<file path="src/rtl/pwm_fault_pkg.sv">
package pwm_fault_pkg;

    // Registered state of the edge detector and flag stage
    typedef struct packed {
        logic prev;      // filtered level one cycle earlier
        logic flag;      // sticky fault flag
        logic clr_pend;  // software clear waiting one cycle
    } flag_state_t;

endpackage

</file>
<file path="src/rtl/pwm_fault_sync.sv">
module pwm_fault_sync #(
    parameter int STAGES = 2
) (
    input  logic clk,
    input  logic rst_n,
    input  logic din_i,
    output logic dout_o
);
    logic [STAGES-1:0] chain_d, chain_q;

    generate
        if (STAGES == 1) begin : g_single
            always_comb chain_d = din_i;
        end else begin : g_multi
            always_comb chain_d = {chain_q[STAGES-2:0], din_i};
        end
    endgenerate

    always_ff @(posedge clk or negedge rst_n) begin
        if (!rst_n) chain_q <= '0;
        else        chain_q <= chain_d;
    end

    assign dout_o = chain_q[STAGES-1];


    sync_shift_chk: assert property (@(posedge clk) disable iff (!rst_n)
        chain_q[0] == $past(din_i));
endmodule

</file>
<file path="src/rtl/pwm_fault_filter.sv">
module pwm_fault_filter #(
    parameter int DEPTH = 4
) (
    input  logic clk,
    input  logic rst_n,
    input  logic en_i,
    input  logic sample_i,
    output logic level_o
);
    localparam int CW = $clog2(DEPTH + 1);
    localparam logic [CW-1:0] CNT_MAX = CW'(DEPTH);

    typedef struct packed {
        logic          level;
        logic [CW-1:0] cnt;
    } filt_state_t;

    filt_state_t st_d, st_q;

    always_comb begin
        st_d = st_q;
        if (!en_i) begin
            st_d.level = sample_i;
            st_d.cnt   = '0;
        end else if (sample_i == st_q.level) begin
            st_d.cnt = '0;
        end else if (st_q.cnt == CNT_MAX) begin
            st_d.level = sample_i;
            st_d.cnt   = '0;
        end else begin
            st_d.cnt = st_q.cnt + 1'b1;
        end
    end

    always_ff @(posedge clk or negedge rst_n) begin
        if (!rst_n) st_q <= '0;
        else        st_q <= st_d;
    end

    assign level_o = st_q.level;


    cnt_bound_chk: assert property (@(posedge clk) disable iff (!rst_n)
        st_q.cnt <= CNT_MAX);


    filt_accept_chk: assert property (@(posedge clk) disable iff (!rst_n)
        ($past(en_i) && (st_q.level != $past(st_q.level))) |-> ($past(st_q.cnt) == CNT_MAX));
endmodule

</file>
<file path="src/rtl/pwm_fault_flag.sv">
module pwm_fault_flag
    import pwm_fault_pkg::*;
(
    input  logic clk,
    input  logic rst_n,
    input  logic level_i,
    input  logic rise_sel_i,
    input  logic wr_i,
    input  logic wdata_i,
    input  logic ack_i,
    output logic flag_o
);
    flag_state_t st_d, st_q;
    logic        evt;
    logic        clr;

    always_comb begin
        evt  = rise_sel_i ? (level_i & ~st_q.prev) : (~level_i & st_q.prev);
        clr  = ack_i | st_q.clr_pend;
        st_d = st_q;
        st_d.prev     = level_i;
        st_d.clr_pend = wr_i & wdata_i;
        if (evt)      st_d.flag = 1'b1;
        else if (clr) st_d.flag = 1'b0;
    end

    always_ff @(posedge clk or negedge rst_n) begin
        if (!rst_n) st_q <= '0;
        else        st_q <= st_d;
    end

    assign flag_o = st_q.flag;


    flag_rise_src_chk: assert property (@(posedge clk) disable iff (!rst_n)
        (st_q.flag && !$past(st_q.flag)) |-> $past(evt));


    ack_clear_chk: assert property (@(posedge clk) disable iff (!rst_n)
        (ack_i && !evt) |=> !st_q.flag);


    w1c_delay_chk: assert property (@(posedge clk) disable iff (!rst_n)
        (st_q.clr_pend && !evt) |=> !st_q.flag);


    set_wins_chk: assert property (@(posedge clk) disable iff (!rst_n)
        evt |=> st_q.flag);
endmodule

</file>
<file path="src/rtl/pwm_fault_capture.sv">
module pwm_fault_capture #(
    parameter int SYNC_STAGES = 2,
    parameter int NC_DEPTH    = 4
) (
    input  logic clk,
    input  logic rst_n,
    input  logic fault_pin_i,
    input  logic cmp_out_i,
    input  logic src_cmp_i,
    input  logic filt_en_i,
    input  logic edge_rise_i,
    input  logic fault_ie_i,
    input  logic glob_ie_i,
    input  logic flag_wr_i,
    input  logic flag_wdata_i,
    input  logic irq_ack_i,
    output logic fault_flag_o,
    output logic irq_o
);
    logic raw_src;
    logic sync_lvl;
    logic filt_lvl;

    always_comb raw_src = src_cmp_i ? cmp_out_i : fault_pin_i;

    pwm_fault_sync #(.STAGES(SYNC_STAGES)) u_sync (
        .clk    (clk),
        .rst_n  (rst_n),
        .din_i  (raw_src),
        .dout_o (sync_lvl)
    );

    pwm_fault_filter #(.DEPTH(NC_DEPTH)) u_filt (
        .clk      (clk),
        .rst_n    (rst_n),
        .en_i     (filt_en_i),
        .sample_i (sync_lvl),
        .level_o  (filt_lvl)
    );

    pwm_fault_flag u_flag (
        .clk        (clk),
        .rst_n      (rst_n),
        .level_i    (filt_lvl),
        .rise_sel_i (edge_rise_i),
        .wr_i       (flag_wr_i),
        .wdata_i    (flag_wdata_i),
        .ack_i      (irq_ack_i),
        .flag_o     (fault_flag_o)
    );

    always_comb irq_o = fault_flag_o & fault_ie_i & glob_ie_i;


    irq_needs_gie_chk: assert property (@(posedge clk) disable iff (!rst_n)
        !glob_ie_i |-> !irq_o);


    irq_needs_ie_chk: assert property (@(posedge clk) disable iff (!rst_n)
        !fault_ie_i |-> !irq_o);


    reset_quiet_chk: assert property (@(posedge clk)
        !rst_n |-> (!fault_flag_o && !irq_o));
endmodule

</file>
<file path="config.mk">
export PLATFORM = sky130hd
export DESIGN_NAME = pwm_fault_capture
export DESIGN_NICKNAME = d
export VERILOG_FILES = /design/src/rtl/pwm_fault_pkg.sv /design/src/rtl/pwm_fault_sync.sv /design/src/rtl/pwm_fault_filter.sv /design/src/rtl/pwm_fault_flag.sv /design/src/rtl/pwm_fault_capture.sv
export SDC_FILE = /design/constraint.sdc
export NUM_CORES = 1
export LEC_CHECK = 0
export ABC_AREA = 1
export BUFFER_PORTS_ARGS = -buffer_cell sky130_fd_sc_hd__buf_2
export CAP_MARGIN = 40
export CORE_AREA = 2 2 39 41
export CTS_CLUSTER_DIAMETER = 40
export DETAILED_ROUTE_END_ITERATION = 6
export DIE_AREA = 0 0 41 43
export HOLD_SLACK_MARGIN = 0.15
export PLACE_DENSITY = 0.59
export SETUP_SLACK_MARGIN = 0.3
export SKIP_CTS_REPAIR_TIMING = 1
export SYNTH_ARGS = -nofsm -noshare
export SYNTH_HDL_FRONTEND = slang
export SYNTH_HIERARCHICAL = 1
export SYNTH_SLANG_ARGS = --single-unit
</file>
<file path="constraint.sdc">
create_clock -name clk -period 3.4 [get_ports clk]
set_clock_uncertainty 0.2 [all_clocks]
set_input_delay 0.17 -clock clk [delete_from_list [all_inputs] [get_ports clk]]
set_output_delay 0.17 -clock clk [all_outputs]
set_load 0.005 [all_outputs]
</file>
==> impl_metrics.csv, run 1 <==
group,metric,value,unit
finish,stdcell_area,607,um^2
synthesis,yosys-top-cells-count,"14 x nand2_1, 10 x inv_1, 9 x dfrtp_1",
timing,hold_violations,0,
timing,max_freq,0.489,GHz
timing,period_needed,2050,ps
clock_tree,cts_num_sinks,9,
setup_path,cp-start-kind,"primary input",
pwr,max-vdd-ir-drop,0.000120,V
floorplanning,die_h,43,um
routing,dr.pass1.iters,4,
setup_path,crit_path_max_fanout,1,
timing,finalCritPeriodShare,60.2,%
routing,viasPerCell,4.01,
synthesis,synth.top_cells.by_area,"dfrtp_1 57%, nand2_1 13%, inv_1 9.5%",
timing,tns,0,ps
setup_path,crit_path_end_kind,"flop",
synthesis,synth_cell_types,10,
finish,area_delta_synth_final,53.5,%
floorplanning,rows,14,
setup_path,arrival,1980,ps
clock_tree,htree_levels,1,
timing,setup_violations,0,
routing,postRouteAntennaNets,0,
synthesis,syn_nets,60,
clock_tree,cts_tree,"done",
grt,gr-total-overflow,0,
synthesis,synth_ff_type,"dfrtp_1",
floorplanning,initial_core_util,28.6,%
synthesis,ys_seq_area_share,57.0,%
grt,grtUsageMet1,8.55,%
grt,grt_pass1_wl,979,um
timing,relSlewSlack,73.5,%
setup_path,worst-endpoint-required,3340,ps
clock_tree,clk_path_buf_depth,2,
floorplanning,core_area,1380,um^2
synthesis,yosys_warnings,6,
floorplanning,dieArea,1760,um^2
synthesis,synthArstFlopShare,100,%
job,drv_cap,0,
clock_tree,cts_root_buf,"clkbuf_4",
routing,drtIter0Drc,3,
synthesis,synth.most_common_cell,"nand2_1",
timing,rsz0062_at_grt,"false",
hold_path,worstHoldPathType,"reg -> reg",
timing,worst_slew_pin_slew,396,ps
synthesis,synth_edf_count,0,
grt,use_met2,13.1,%
pwr,power,0.242,mW
timing,finalMaxSlewViolations,0,
grt,busiest_layer,"met2",
finish,seq_area,225,um^2
timing,fin_ws,1350,ps
pwr,p_leak,0.334,nW
outcome,status,"completed",
finish,drive_above_1_share,21.9,%
pwr,p_per_area,399,nW/um^2
place,portBuffers,13,
place,dp_hpwl,526,um
synthesis,synth_top_cell_area_share,57.0,%
floorplanning,io_pins,14,
synthesis,syn_inst,46,
place,pre_cts_slack,2220,ps
finish,fin_nets,88,
synthesis,syn_avg_cell_area,8.60,um^2
synthesis,netlist_area,395,um^2
clock_tree,path_clk_slew,60,ps
grt,grt_usage,9.00,%
synthesis,synth-seq-cells,9,
routing,routedWlPerCell,8.15,um
synthesis,yosys.area.top_type,"dfrtp_1",
floorplanning,die_w,41,um
finish,multi_input_area,133,um^2
grt,antenna_found_initial,0,
place,placed_cell_area,480,um^2
routing,dr_total_vias,357,
clock_tree,clk-insertion-delay-late,260,ps
grt,grt_max_degree,10,
grt,grt_pass1_vias,285,
finish,nFillCells,147,
clock_tree,cts-buffers-inserted,3,
routing,drc,0,
grt,gr-usage-met3,1.57,%
place,globalplace.congestion,0.648,
setup_path,critical_path_class,"in -> reg",
routing,totalWireLength,725,um
finish,diodes,0,
==> layout make-up <==
type | instances | area share [%]
Clock buffer | 4 | 4.33
Inverter | 10 | 6.19
Sequential cell | 9 | 37.1
Multi-Input combinational cell | 27 | 21.9
Timing Repair Buffer | 23 | 27.2
Tap cell | 16 | 3.30
==> power breakdown <==
group          switching [mW]  leakage [nW]  internal, mW  total [mW]
clock network          0.0366        0.0150        0.0452      0.0818
registers             0.00567         0.115         0.116       0.121
logic                  0.0163         0.204        0.0228      0.0391
total                  0.0585         0.334         0.184       0.242
==> metrics by stage <==
| step | std cells | utilization (%) | hold slack (ps) |
|---|---|---|---|
| 2_1_floorplan | 46 | - | -326 |
| 3_3_place_gp | 75 | 34.7 | -170 |
| 3_5_place_dp | 75 | 34.7 | -168 |
| 4_1_cts | 79 | 36.6 | -452 |
| 5_1_grt | 89 | 43.9 | 159 |
| 6_report | 89 | 43.9 | 150 |
==> placed cells by master (no fill, tap or decap) <==
master / count
a21oi_1: 1
buf_2: 13
clkbuf_1: 1
clkbuf_4: 3
dfrtp_1: 9
dlygate4sd3_1: 10
ha_1: 2
inv_1: 10
nand2_1: 14
nand3_1: 2
nand3b_1: 1
nor2_1: 5
o21ai_0: 1
xnor2_1: 1
==> path summary, 6_finish.rpt <==
kind                       cells past startpoint  slack [ps]               from                 to
max reg2reg                                    3        1920     u_filt/level_o      u_flag/flag_o
max                                            6        1350          cmp_out_i  u_sync/chain_q[0]
min reg2reg                                    0         150  u_sync/chain_q[0]  u_sync/chain_q[1]
max in group asynchronous                      3        2000              rst_n  u_sync/chain_q[0]
min                                            0         150  u_sync/chain_q[0]  u_sync/chain_q[1]
min in group asynchronous                      3         720              rst_n     u_filt/st_q[2]
==> worst max-delay path: stages <==
cell and delay (ps):
dlygate4sd3_1 530, buf_2 120, nand2_1 40, dlygate4sd3_1 540, nand2_1 50, dlygate4sd3_1 540
==> registers in the layout, indices dropped and copies added, names as in the netlist <==
name,flops
u_filt/level_o,1
u_filt/st_q,3
u_flag/flag_o,1
u_flag/st_q,2
u_sync/chain_q,2
==> layer usage <==
layer | vias up | wire length (um) | part of all wire (%)
met5 | - | 0 | 0
met4 | 0 | 12 | 1.7
met3 | 2 | 39 | 5.4
met2 | 11 | 394 | 54
met1 | 155 | 280 | 39
li1 | 189 | - | -
==> kinds of logic (layout without fill, tap and decap cells) <==
logic type / after synthesis / count (layout) / share of synthesized area [%]
adder cells (fa/ha/maj): 2 / 2 / 6.33
flip-flops: 9 / 9 / 57.0
AO/OA/AOI/OAI: 2 / 2 / 2.53
AND/OR/NAND/NOR: 22 / 22 / 22.5
buffers and inverters: 10 / 37 / 9.49
XOR/XNOR: 1 / 1 / 2.22
Power figures use the tool's default switching activity.
==> inputs of run 2 (changes only) <==
Clock period 3.4 ns to 2 ns, I/O delays scaled along.
==> impl_metrics.csv, run 2 (synthesis gave the netlist of run 1 again) <==
group,metric,value,unit
outcome,status,"completed",
floorplanning,die_w,41,um
routing,routedWlPerCell,8.28,um
finish,fin_cells,90,
setup_path,critPathMaxStageDelay,540,ps
setup_path,crit_path_end_kind,"flop",
pwr,p_switching,0.100,mW
timing,finalCritPeriodShare,74.8,%
pwr,comb_power_share,16.4,%
clock_tree,clk_path_buf_depth,2,
clock_tree,cts_num_sinks,9,
grt,gr-total-overflow,0,
pwr,p_per_area,670,nW/um^2
hold_path,min_to,"u_sync/chain_q[1]",
grt,grt_pass1_vias,297,
finish,layout_common_cells,"14 x nand2_1, 13 x buf_2, 11 x dlygate4sd3_1",
finish,largest_reg_flops,3,
place,dp_hpwl,504,um
setup_path,critical_path_class,"in -> reg",
pwr,pwr-share-seq,50.0,%
grt,grt_usage,9.13,%
clock_tree,cts-buffers-inserted,3,
finish,top_regs,"u_filt/st_q x3, u_flag/st_q x2, u_sync/chain_q x2",
pwr,intPower,0.313,mW
setup_path,crit_path_max_fanout,1,
finish,layout_commonest_cell,"nand2_1",
pwr,p_leak,0.337,nW
setup_path,arrival,1490,ps
place,portBuffers,13,
floorplanning,die_h,43,um
routing,totalWireLength,745,um
floorplanning,dieArea,1760,um^2
setup_path,r2r_cells,4,
floorplanning,core_area,1380,um^2
routing,dr.pass1.iters,4,
finish,area_delta_synth_final,56.0,%
timing,finalMaxSlewViolations,0,
clock_tree,cts_tree,"done",
grt,grt_max_degree,10,
timing,rsz0062_at_grt,"false",
setup_path,rrSetupSlack,530,ps
pwr,pwr-share-clk,33.6,%
setup_path,worst-endpoint-required,1990,ps
routing,postRouteAntennaNets,0,
finish,diodes,0,
timing,worst_slew_pin_slew,396,ps
floorplanning,initial_core_util,28.6,%
setup_path,path_delay_family,"buffers and inverters",
pwr,swShare,24.2,%
hold_path,hold_depth,0,
timing,hold_violations,0,
setup_path,cp-start-kind,"primary input",
clock_tree,path_clk_slew,60,ps
timing,tns,0,ps
clock_tree,cts_root_buf,"clkbuf_4",
grt,grt_pass1_wl,1.01,mm
setup_path,r2r-start,"u_filt/level_o",
pwr,power,0.413,mW
routing,drc,0,
timing,setup_violations,0,
place,dp_cells,75,
routing,drtIter0Drc,6,
setup_path,crit_chain,"dlygate4sd3_1 -> buf_2 -> nor2_1 -> nand2_1 -> nand3_1 -> dlygate4sd3_1",
finish,top_register,"u_filt/st_q",
finish,fin_nets,89,
timing,max_freq,0.668,GHz
timing,relSlewSlack,73.5,%
place,pre_cts_slack,833,ps
setup_path,regToRegEndpoint,"u_flag/flag_o",
hold_path,min_from,"u_sync/chain_q[0]",
floorplanning,io_pins,14,
clock_tree,clk-insertion-delay-late,260,ps
floorplanning,rows,14,
routing,viasPerCell,4.22,
setup_path,slowest_stage,"dlygate4sd3_1",
clock_tree,htree_levels,1,
setup_path,cp_common_cell,"dlygate4sd3_1",
place,globalplace.congestion,0.647,
setup_path,worst-path-buf-inv,3,
timing,period_needed,1500,ps
pwr,max-vdd-ir-drop,0.000288,V
job,drv_cap,0,
routing,dr_total_vias,380,
timing,fin_ws,503,ps
finish,nFillCells,145,
hold_path,worstHoldPathType,"reg -> reg",
finish,drive_above_1_share,21.6,%
grt,antenna_found_initial,0,
==> run 2: how the worst max path moves through the flow <==
stage                               from        endpoint  depth (start not counted)
after global placement    u_filt/st_q[0]  u_filt/st_q[0]                          5
after detailed placement  u_filt/st_q[0]  u_filt/level_o                          6
after floorplan           u_filt/st_q[0]  u_filt/level_o                          6
after CTS                 u_filt/st_q[0]  u_filt/level_o                          6
final                          irq_ack_i   u_flag/flag_o                          6
after global routing           irq_ack_i   u_flag/flag_o                          6
==> run 2: worst reg2reg max path, delay by kind of cell, from the launching register on <==
family                 cells  cell delay, ps
buffers and inverters      2             600
flip-flops                 1             400
AND/OR/NAND/NOR            2             140
==> run 2: final cells by class <==
class | instances | area, um^2 | area share, %
multi-input cells | 27 | 133 | 21.5
flip-flops and latches | 9 | 225 | 36.5
inverters | 10 | 37.5 | 6.09
clock buffers | 4 | 26.3 | 4.26
repair buffers | 24 | 175 | 28.4
well taps | 16 | 20.0 | 3.25
==> run 2: power by group through the flow <==
| stage | logic, mW | clock network [mW] | registers, mW |
|---|---|---|---|
| finish | 0.0678 | 0.139 | 0.206 |
| global route | 0.0785 | 0.153 | 0.209 |
| CTS | 0.0486 | 0.148 | 0.207 |
| detailed placement | 0.0485 | 0 | 0.210 |
| global placement | 0.0469 | 0 | 0.209 |
| floorplan | 0.0252 | 0 | 0.208 |
==> run 2: per-layer routing <==
| layer | global-route usage [%] | up-vias | wire [um] |
|---|---|---|---|
| met1 | 8.64 | 169 | 306 |
| met4 | 10.0 | 0 | 10 |
| met3 | 3.14 | 2 | 46 |
| met5 | 0 | - | 0 |
| met2 | 13.4 | 15 | 382 |
| li1 | - | 194 | - |
==> run 2: metrics by stage <==
step	utilization (%)	cell area, um^2	hold WS [ps]
after CTS	36.6	507	-526
after global routing	44.6	617	163
after global placement	34.7	480	-240
after detailed placement	34.7	480	-238
after floorplan	-	395	-396
final	44.6	617	152
==> inputs of run 3 (changes only) <==
Settings changed: PLACE_DENSITY 0.59 to 0.61.
Clock period 2 ns to 1.21 ns, I/O delays scaled along.
==> impl_metrics.csv, run 3 (synthesis gave the netlist of run 1 again) <==
group,metric,value,unit
setup_path,crit_path_max_fanout,3,
timing,finalMaxSlewViolations,0,
routing,dr.pass1.iters,1,
timing,rsz0062_at_grt,"true",
setup_path,cp-start-kind,"flop",
grt,grt_usage,8.93,%
finish,layout_common_cells,"14 x nand2_1, 13 x buf_2, 9 x dfrtp_1",
place,dp_hpwl,540,um
timing,relSlewSlack,86.4,%
floorplanning,core_area,1380,um^2
floorplanning,io_pins,14,
place,portBuffers,13,
finish,drive_above_1_share,36.6,%
clock_tree,clk-insertion-delay-late,260,ps
clock_tree,htree_levels,1,
clock_tree,clk_path_buf_depth,2,
setup_path,slowest_stage,"dfrtp_1",
grt,antenna_found_initial,0,
finish,largest_reg_flops,3,
floorplanning,dieArea,1760,um^2
pwr,swShare,25.6,%
pwr,max-vdd-ir-drop,0.000502,V
finish,layout_commonest_cell,"nand2_1",
routing,drtIter0Drc,0,
routing,routedWlPerCell,8.63,um
routing,viasPerCell,4.05,
clock_tree,cts_root_buf,"clkbuf_4",
pwr,power,0.689,mW
pwr,p_switching,0.176,mW
routing,dr_total_vias,352,
pwr,comb_power_share,17.2,%
timing,fin_hold_ws,-139,ps
outcome,status,"finished with violations",
floorplanning,die_w,41,um
setup_path,crit_chain,"inv_2 -> ha_4 -> a21oi_2 -> nand2_1 -> nor2_1",
routing,postRouteAntennaNets,0,
setup_path,critical_path_class,"reg -> reg",
finish,fin_nets,86,
timing,worst_slew_pin_slew,203,ps
clock_tree,cts_num_sinks,9,
pwr,pwr-share-clk,33.1,%
setup_path,critPathMaxStageDelay,390,ps
pwr,p_per_area,1130,nW/um^2
floorplanning,rows,14,
setup_path,arrival,1150,ps
floorplanning,initial_core_util,28.6,%
routing,drc,0,
timing,finalCritPeriodShare,95.8,%
finish,diodes,0,
hold_path,worstHoldPathType,"in -> reg",
grt,grt_pass1_vias,261,
grt,grt_max_degree,10,
setup_path,crit_path_end_kind,"flop",
timing,hold_violations,14,
outcome,violations,"negative hold slack",
timing,setup_violations,0,
finish,top_register,"u_filt/st_q",
routing,totalWireLength,751,um
job,drv_cap,0,
clock_tree,cts-buffers-inserted,3,
finish,area_delta_synth_final,54.4,%
timing,max_freq,0.863,GHz
pwr,intPower,0.513,mW
pwr,p_leak,0.331,nW
place,globalplace.congestion,0.710,
setup_path,worst-endpoint-required,1200,ps
pwr,pwr-share-seq,49.7,%
finish,top_regs,"u_filt/st_q x3, u_flag/st_q x2, u_sync/chain_q x2",
clock_tree,cts_tree,"done",
grt,grt_pass1_wl,959,um
timing,period_needed,1160,ps
floorplanning,die_h,43,um
grt,gr-total-overflow,0,
clock_tree,path_clk_slew,60,ps
-- run 3: worst paths after layout --
path	slack [ps]	cells past startpoint	end	from
setup / recovery	50	5	u_filt/st_q[0]	u_filt/st_q[0]
hold / removal	-140	4	u_flag/flag_o	irq_ack_i
setup reg to reg	50	5	u_filt/st_q[0]	u_filt/st_q[0]
hold reg to reg	150	0	u_sync/chain_q[1]	u_sync/chain_q[0]
max in group asynchronous	660	2	u_filt/st_q[2]	rst_n
min in group asynchronous	-20	2	u_flag/flag_o	rst_n
-- run 3: critical path, delay by kind of cell (launching register included) --
kind / cells / cell delay [ps]
AOI/OAI and AO/OA: 1 / 110
buffers and inverters: 1 / 60
DFF: 1 / 390
adders and majority gates: 1 / 150
and+or+nand+nor: 2 / 180
-- run 3: final cells by class --
type | instances | area, um^2
Clock buffer | 3 | 22.5
Clock inverter | 1 | 5.00
Fill cell | 137 | 773
Inverter | 10 | 37.5
Multi-Input combinational cell | 27 | 156
Sequential cell | 9 | 225
Tap cell | 16 | 20.0
Timing Repair Buffer | 21 | 144
-- run 3: routing by layer --
layer | global-route usage [%] | up-vias | part of all wire [%]
met4 | 10.0 | 0 | 0
met5 | 0 | - | 0
li1 | - | 185 | -
met1 | 9.33 | 156 | 44
met2 | 12.2 | 11 | 48
met3 | 3.14 | 0 | 7.7
-- run 3: stage by stage --
stage / util [%] / std cells / setup TNS (ps) / setup slack (ps) / area, um^2
final: 44.1 / 87 / 0 / 51.0 / 611
after global routing: 44.1 / 87 / -21.7 / -21.7 / 611
after CTS: 37.8 / 79 / 0 / 57.5 / 523
after detailed placement: 35.8 / 75 / 0 / 70.2 / 495
after global placement: 35.8 / 75 / 0 / 106 / 495
after floorplan: - / 46 / 0 / 146 / 410
-- run 3: power by group through the flow --
stage,sequential (mW),combinational [mW],clock [mW]
after global placement,0.346,0.0840,0
after detailed placement,0.349,0.0857,0
final,0.343,0.118,0.228
after global routing,0.344,0.135,0.258
after floorplan,0.345,0.0473,0
after CTS,0.344,0.0859,0.241
